## config.mk

```make
export PLATFORM = sky130hd
export DESIGN_NAME = nib_cfg_regs
export DESIGN_NICKNAME = d
export VERILOG_FILES = /design/src/rtl/nbus_pkg.sv /design/src/rtl/nbus_deglitch.sv /design/src/rtl/nbus_events.sv /design/src/rtl/nbus_rx.sv /design/src/rtl/nbus_bank.sv /design/src/rtl/nib_cfg_regs.sv
export SDC_FILE = /design/constraint.sdc
export NUM_CORES = 1
export LEC_CHECK = 0
export BUFFER_PORTS_ARGS = -buffer_cell sky130_fd_sc_hd__buf_4
export CAP_MARGIN = 15
export CORE_UTILIZATION = 58
export CTS_BUF_LIST = sky130_fd_sc_hd__clkbuf_8
export DETAILED_ROUTE_END_ITERATION = 10
export GPL_ROUTABILITY_DRIVEN = 0
export PLACE_DENSITY = 0.81
export SYNTH_ARGS = -nofsm -noshare
export SYNTH_HDL_FRONTEND = slang
export SYNTH_SLANG_ARGS = --single-unit
export TNS_END_PERCENT = 100
```

## constraint.sdc

```tcl
create_clock -name clk -period 4 [get_ports clk]
set_clock_uncertainty 0.15 [all_clocks]
set_input_delay 0.8 -clock clk [delete_from_list [all_inputs] [get_ports clk]]
set_output_delay 0.8 -clock clk [all_outputs]
set_load 0.01 [all_outputs]
```

## src/rtl/nbus_pkg.sv

```systemverilog
package nbus_pkg;

    localparam int NIB_W  = 4;
    localparam int NREG   = 16;
    localparam int BYTE_W = 8;
    localparam int PULSE_W = 5;

    typedef enum logic [1:0] {
        RX_IDLE,
        RX_ADDR,
        RX_CMD,
        RX_HOLD
    } rx_state_e;

    typedef struct packed {
        logic start;
        logic stop;
        logic clk_rise;
    } bus_evt_t;

    typedef struct packed {
        logic [NIB_W-1:0] idx;
        logic [NIB_W-1:0] data;
    } cmd_t;

    function automatic logic [NIB_W-1:0] preset_nibble(input int k);
        logic [NIB_W-1:0] kk;
        kk = k[NIB_W-1:0];
        return ~kk;
    endfunction

endpackage

```

## src/rtl/nbus_deglitch.sv

```systemverilog
module nbus_deglitch #(
    parameter int   HOLD = 4,
    parameter logic INIT = 1'b1
) (
    input  logic clk,
    input  logic rst,
    input  logic raw,
    output logic clean
);
    localparam int CW = $clog2(HOLD + 1);

    logic          s1, s2;
    logic [CW-1:0] cnt;

    always_ff @(posedge clk) begin
        if (rst) begin
            s1 <= INIT;
            s2 <= INIT;
        end else begin
            s1 <= raw;
            s2 <= s1;
        end
    end

    // The filtered level moves only after the synchronised input has
    // disagreed with it for HOLD consecutive cycles.
    always_ff @(posedge clk) begin
        if (rst) begin
            clean <= INIT;
            cnt   <= '0;
        end else if (s2 == clean) begin
            cnt <= '0;
        end else if (cnt == CW'(HOLD - 1)) begin
            clean <= s2;
            cnt   <= '0;
        end else begin
            cnt <= cnt + 1'b1;
        end
    end
endmodule

```

## src/rtl/nbus_events.sv

```systemverilog
module nbus_events
    import nbus_pkg::*;
(
    input  logic     clk,
    input  logic     rst,
    input  logic     scl_c,
    input  logic     sda_c,
    output bus_evt_t evt
);
    logic scl_p, sda_p;

    always_ff @(posedge clk) begin
        if (rst) begin
            scl_p <= 1'b1;
            sda_p <= 1'b1;
        end else begin
            scl_p <= scl_c;
            sda_p <= sda_c;
        end
    end

    always_comb begin
        evt.start    = scl_p & scl_c & sda_p & ~sda_c;
        evt.stop     = scl_p & scl_c & ~sda_p & sda_c;
        evt.clk_rise = ~scl_p & scl_c;
    end
endmodule

```

## src/rtl/nbus_rx.sv

```systemverilog
module nbus_rx
    import nbus_pkg::*;
#(
    parameter logic [BYTE_W-1:0] DEV_ADDR = 8'hB2
) (
    input  logic     clk,
    input  logic     rst,
    input  logic     enable,
    input  bus_evt_t evt,
    input  logic     sda_c,
    output logic     wr_en,
    output cmd_t     wr_cmd
);
    localparam logic [PULSE_W-1:0] LAST_ADDR_BIT = PULSE_W'(BYTE_W - 1);
    localparam logic [PULSE_W-1:0] ADDR_STROBE   = PULSE_W'(BYTE_W);
    localparam logic [PULSE_W-1:0] LAST_CMD_BIT  = PULSE_W'(2 * BYTE_W);
    localparam logic [PULSE_W-1:0] WRITE_STROBE  = PULSE_W'(2 * BYTE_W + 1);

    rx_state_e          state;
    logic [PULSE_W-1:0] pulses;   // pulses seen so far in this transfer
    logic [BYTE_W-1:0]  shreg;

    always_ff @(posedge clk) begin
        if (rst) begin
            state  <= RX_IDLE;
            pulses <= '0;
            shreg  <= '0;
            wr_en  <= 1'b0;
            wr_cmd <= '0;
        end else begin
            wr_en <= 1'b0;
            if (!enable) begin
                state <= RX_IDLE;
            end else if (evt.start) begin
                state  <= RX_ADDR;
                pulses <= '0;
                shreg  <= '0;
            end else if (evt.stop) begin
                state <= RX_IDLE;
            end else if (evt.clk_rise) begin
                unique case (state)
                    RX_ADDR: begin
                        pulses <= pulses + 1'b1;
                        if (pulses <= LAST_ADDR_BIT)
                            shreg <= {shreg[BYTE_W-2:0], sda_c};
                        else if (pulses == ADDR_STROBE)
                            state <= (shreg == DEV_ADDR) ? RX_CMD : RX_IDLE;
                    end
                    RX_CMD: begin
                        pulses <= pulses + 1'b1;
                        if (pulses <= LAST_CMD_BIT) begin
                            shreg <= {shreg[BYTE_W-2:0], sda_c};
                        end else if (pulses == WRITE_STROBE) begin
                            wr_en  <= 1'b1;
                            wr_cmd <= cmd_t'(shreg);
                            state  <= RX_HOLD;
                        end
                    end
                    default: ;
                endcase
            end
        end
    end
endmodule

```

## src/rtl/nbus_bank.sv

```systemverilog
module nbus_bank
    import nbus_pkg::*;
(
    input  logic                  clk,
    input  logic                  rst,
    input  logic                  wr_en,
    input  cmd_t                  wr_cmd,
    input  logic                  preset_mode,
    output logic [NREG*NIB_W-1:0] cfg_nibbles
);
    for (genvar k = 0; k < NREG; k++) begin : g_reg
        logic [NIB_W-1:0] val;

        always_ff @(posedge clk) begin
            if (rst)
                val <= '0;
            else if (wr_en && wr_cmd.idx == NIB_W'(k))
                val <= wr_cmd.data;
        end

        assign cfg_nibbles[k*NIB_W +: NIB_W] = preset_mode ? preset_nibble(k) : val;
    end
endmodule

```

## src/rtl/nib_cfg_regs.sv

```systemverilog
module nib_cfg_regs
    import nbus_pkg::*;
#(
    parameter int                GLITCH_CYC = 4,
    parameter logic [BYTE_W-1:0] DEV_ADDR   = 8'hB2
) (
    input  logic                  clk,
    input  logic                  rst,
    input  logic                  bus_clk,
    input  logic                  bus_data,
    input  logic                  preset_mode,
    output logic [NREG*NIB_W-1:0] cfg_nibbles
);
    logic             scl_c, sda_c;
    bus_evt_t         evt;
    logic             wr_en;
    cmd_t             wr_cmd;
    logic [NIB_W-1:0] wr_idx, wr_data;

    assign wr_idx  = wr_cmd.idx;
    assign wr_data = wr_cmd.data;

    nbus_deglitch #(.HOLD(GLITCH_CYC), .INIT(1'b1)) u_scl_flt (
        .clk(clk), .rst(rst), .raw(bus_clk), .clean(scl_c)
    );

    nbus_deglitch #(.HOLD(GLITCH_CYC), .INIT(1'b1)) u_sda_flt (
        .clk(clk), .rst(rst), .raw(bus_data), .clean(sda_c)
    );

    nbus_events u_evt (
        .clk(clk), .rst(rst), .scl_c(scl_c), .sda_c(sda_c), .evt(evt)
    );

    nbus_rx #(.DEV_ADDR(DEV_ADDR)) u_rx (
        .clk(clk), .rst(rst), .enable(~preset_mode), .evt(evt),
        .sda_c(sda_c), .wr_en(wr_en), .wr_cmd(wr_cmd)
    );

    nbus_bank u_bank (
        .clk(clk), .rst(rst), .wr_en(wr_en), .wr_cmd(wr_cmd),
        .preset_mode(preset_mode), .cfg_nibbles(cfg_nibbles)
    );
endmodule

```

==> impl_metrics.csv <==
group,metric,value,unit
logic_synthesis,synth-seq-cells,102,
flow_run,drv_cap,0,
global_routing,grt_pass1_wl,15700,microns
global_routing,initial_antenna_violation_count,0,
clock_network,post_cts.repair.setup_buffers,0,
power,power_dissipated_by_switching_net_loads,0.000386,W
worst_setup_path,timing.critical_path.fanout_max,69,
timing,finalCritPeriodShare,64.1,%
timing,post-route-min-period,2.56,ns
worst_setup_path,crit_path_top_delay_cell,"sky130_fd_sc_hd__buf_4",
global_routing,groute.usage.overall,23.6,%
global_routing,vias_in_the_first_global_route,3264,
worst_setup_path,timing.critical_path.required,3.05,ns
global_routing,grt_max_degree,97,
floorplan,die-height,90.2,microns
min_path,hold_depth,1,
clock_network,clk_pin_slew_worst_setup_hold_paths,0.09,ns
floorplan,rows,31,
logic_synthesis,synthesis.area,0.00451,sq mm
clock_network,cts_resized,0,
logic_synthesis,synth.net_count,503,
timing,max_slew.worst_pin.slew,0.915,ns
timing,setup_tns,0,ns
placed_design,dp_worst_setup_slack,1.37,ns
power,switching_share,23.0,%
worst_setup_path,crit_path_max_incr_delay,0.44,ns
logic_synthesis,synth_largest_type_area_fraction,45.3,%
finish,fillers,582,
timing,report.final.hold_viol_count,0,
power,worst_ir_drop_vdd,0.000325,V
floorplan,floorplan.initialDensity,61.2,%
power,power.share.sequential,60.5,%
timing,postLayoutSetupSlackWorst,1.44,ns
clock_network,clock-sinks,102,
logic_synthesis,synth-edff-count,0,
power,power_density,323,mW/mm^2
floorplan,floorplan.core_area,0.00737,sq mm
min_path,worstHoldPathType,"flop to flop",
clock_network,clk_root_buffer_cell,"sky130_fd_sc_hd__clkbuf_8",
logic_synthesis,ys_dominant_reg_cell,"sky130_fd_sc_hd__dfxtp_1",
timing,setup-violations-final,0,
route,drc,0,
logic_synthesis,synthesis.area_per_instance,9.22,sq um
finish,net_count_final,549,
worst_setup_path,cell_chain_critical_path,"buf_4, or2_2, buf_4",
global_routing,gr-total-overflow,0,
route,detail_route.first_pass.iterations,5,
power,internal_power,0.00130,W
finish,final_cell_mix,"sky130_fd_sc_hd__dfxtp_1 (102), sky130_fd_sc_hd__nor2_1 (91), sky130_fd_sc_hd__buf_4 (69)",
power,relative_contribution_of_the_clock_network_to_total_power,34.6,%
finish,drive_above_1_share,23.7,%
floorplan,dieWidth,90.2,microns
worst_setup_path,worst_setup_path_end_kind,"output port",
clock_network,clk-insertion-delay-late,0.35,ns
worst_setup_path,setup.worst_path.class,"input pin to output port",
route,totalWireLength,9080,microns
placed_design,hpwl,6040,microns
logic_synthesis,post_synth_num_cell_types,41,
clock_network,cts_tree,"built",
power,power.combinational.fraction,4.8,%
worst_setup_path,r2r.worst_path.cells,6,
route,drtAntennaViolNets,0,
worst_setup_path,cp-start-kind,"input pin",
logic_synthesis,yosysSeqAreaShare,45.3,%
logic_synthesis,synth_area_leaders,"sky130_fd_sc_hd__dfxtp_1 (45%), sky130_fd_sc_hd__mux2i_1 (15%), sky130_fd_sc_hd__nor2_1 (7.6%)",
timing,slew_viol_final,0,
clock_network,cts-buffers-inserted,9,
power,power.leakage,2.12,nW
worst_setup_path,worst-endpoint-arrival,1.61,ns
finish,final_common_cell,"sky130_fd_sc_hd__dfxtp_1",
timing,grt_setup_unrepaired,"false",
clock_network,max-clock-path-buffers,2,
clock_network,holdBufCountCts,0,
logic_synthesis,synth-warning-count,0,
finish,diodes,0,
worst_setup_path,crit_top_cell,"sky130_fd_sc_hd__buf_4",
run_status,run_status,"finished clean",
route,dr_total_vias,3379,
logic_synthesis,synth-async-reset-ratio,0,%
logic_synthesis,synthDominantAreaCellType,"sky130_fd_sc_hd__dfxtp_1",
finish,area_growth_syn_to_layout,15.3,%
timing,max_freq,390,MHz
route,dr.first_iter.drc_count,165,
route,wire_per_inst,14.2,microns
timing,max-slew-margin-rel,39.0,%
route,via_per_inst,5.29,
clock_network,ctsHtreeMaxLevel,3,
placed_design,buffer_ports.inserted,68,
logic_synthesis,syn_inst,489,
floorplan,die_ar,0.00813,sq mm
floorplan,io_pins,69,
## through the flow
step	total power [W]	utilization (%)	std cells	instance area [sq um]	hold slack (ns)
global route	0.00175	70.5	639	5200	0.290
finish	0.00168	70.5	639	5200	0.268
detailed placement	0.00112	68.1	623	5020	0.249
CTS	0.00170	70.5	639	5200	0.271
global placement	0.00112	68.1	623	5020	0.247
floorplan	0.00109	-	489	4510	0.239
## cell type report
class / count / area, sq um / area share (%)
Timing Repair Buffer: 69 / 518 / 9.96
Sequential cell: 102 / 2040 / 39.3
Clock inverter: 6 / 38.8 / 0.746
Multi-Input combinational cell: 344 / 2300 / 44.3
Inverter: 9 / 33.8 / 0.650
Tap cell: 99 / 124 / 2.38
Clock buffer: 10 / 138 / 2.65
## layer usage
metal / wire [microns] / GRT usage, %
met1: 4250 / 31.9
met2: 4330 / 38.3
met3: 425 / 4.91
met4: 76 / 6.18
met5: 0 / 0
## cells in the mapped netlist (all sizes together), types with 2 or more instances
library cell	number
a2111oi	2
a211o	2
a21oi	11
a221oi	2
and4b	2
buf	7
clkbuf	27
dfxtp	102
ha	9
inv	9
mux2	4
mux2i	68
nand2	16
nand2b	11
nand3	5
nand3b	5
nand4b	3
nor2	91
nor2b	43
nor3b	2
nor4bb	2
o2111ai	2
o211ai	2
o21ai	6
or2	38
or3	4
xnor2	2
xor2	3
## registers in the layout (all words and copies together) (netlist names)
register / flops
u_bank.g.val: 64
u_rx.shreg: 8
u_rx.wr_cmd: 8
u_rx.pulses: 5
u_scl_flt.cnt: 3
u_sda_flt.cnt: 3
u_rx.state: 2
u_evt.scl_p: 1
u_evt.sda_p: 1
u_rx.wr_en: 1
u_scl_flt.clean: 1
u_scl_flt.s1: 1
u_scl_flt.s2: 1
u_sda_flt.clean: 1
u_sda_flt.s1: 1
u_sda_flt.s2: 1
## worst max-delay path, delay by kind of cell
family        cells  cell delay, ns
simple gates      1            0.21
buf+inv           2            0.55
## power groups by stage
stage / combinational (W) / clock [W] / sequential, W
finish: 0.0000815 / 0.000582 / 0.00102
global route: 0.0000892 / 0.000645 / 0.00102
CTS: 0.0000827 / 0.000598 / 0.00102
detailed placement: 0.0000825 / 0 / 0.00104
global placement: 0.0000814 / 0 / 0.00104
floorplan: 0.0000490 / 0 / 0.00104
## path summary, 6_finish.rpt
kind | from | endpoint | slack [ns]
max | preset_mode | cfg_nibbles[37] | 1.44
min | u_scl_flt.s1 | u_scl_flt.s2 | 0.27
max reg2reg | u_rx.pulses[0] | u_rx.shreg[1] | 1.55
min reg2reg | u_scl_flt.s1 | u_scl_flt.s2 | 0.27
## cells by family (layout without fill, tap and decap cells)
family                   Yosys count  in the layout  synth area share (%)
AND/OR/NAND/NOR                  228            228                  26.5
flip-flops                       102            102                  45.3
multiplexers                      72             72                  16.1
buffers and inverters             43             94                  3.75
AO/OA/AOI/OAI                     30             30                  4.91
adder cells (fa/ha/maj)            9              9                  2.50
XOR/XNOR                           5              5                 0.971
(Power assumes the default switching activity.)
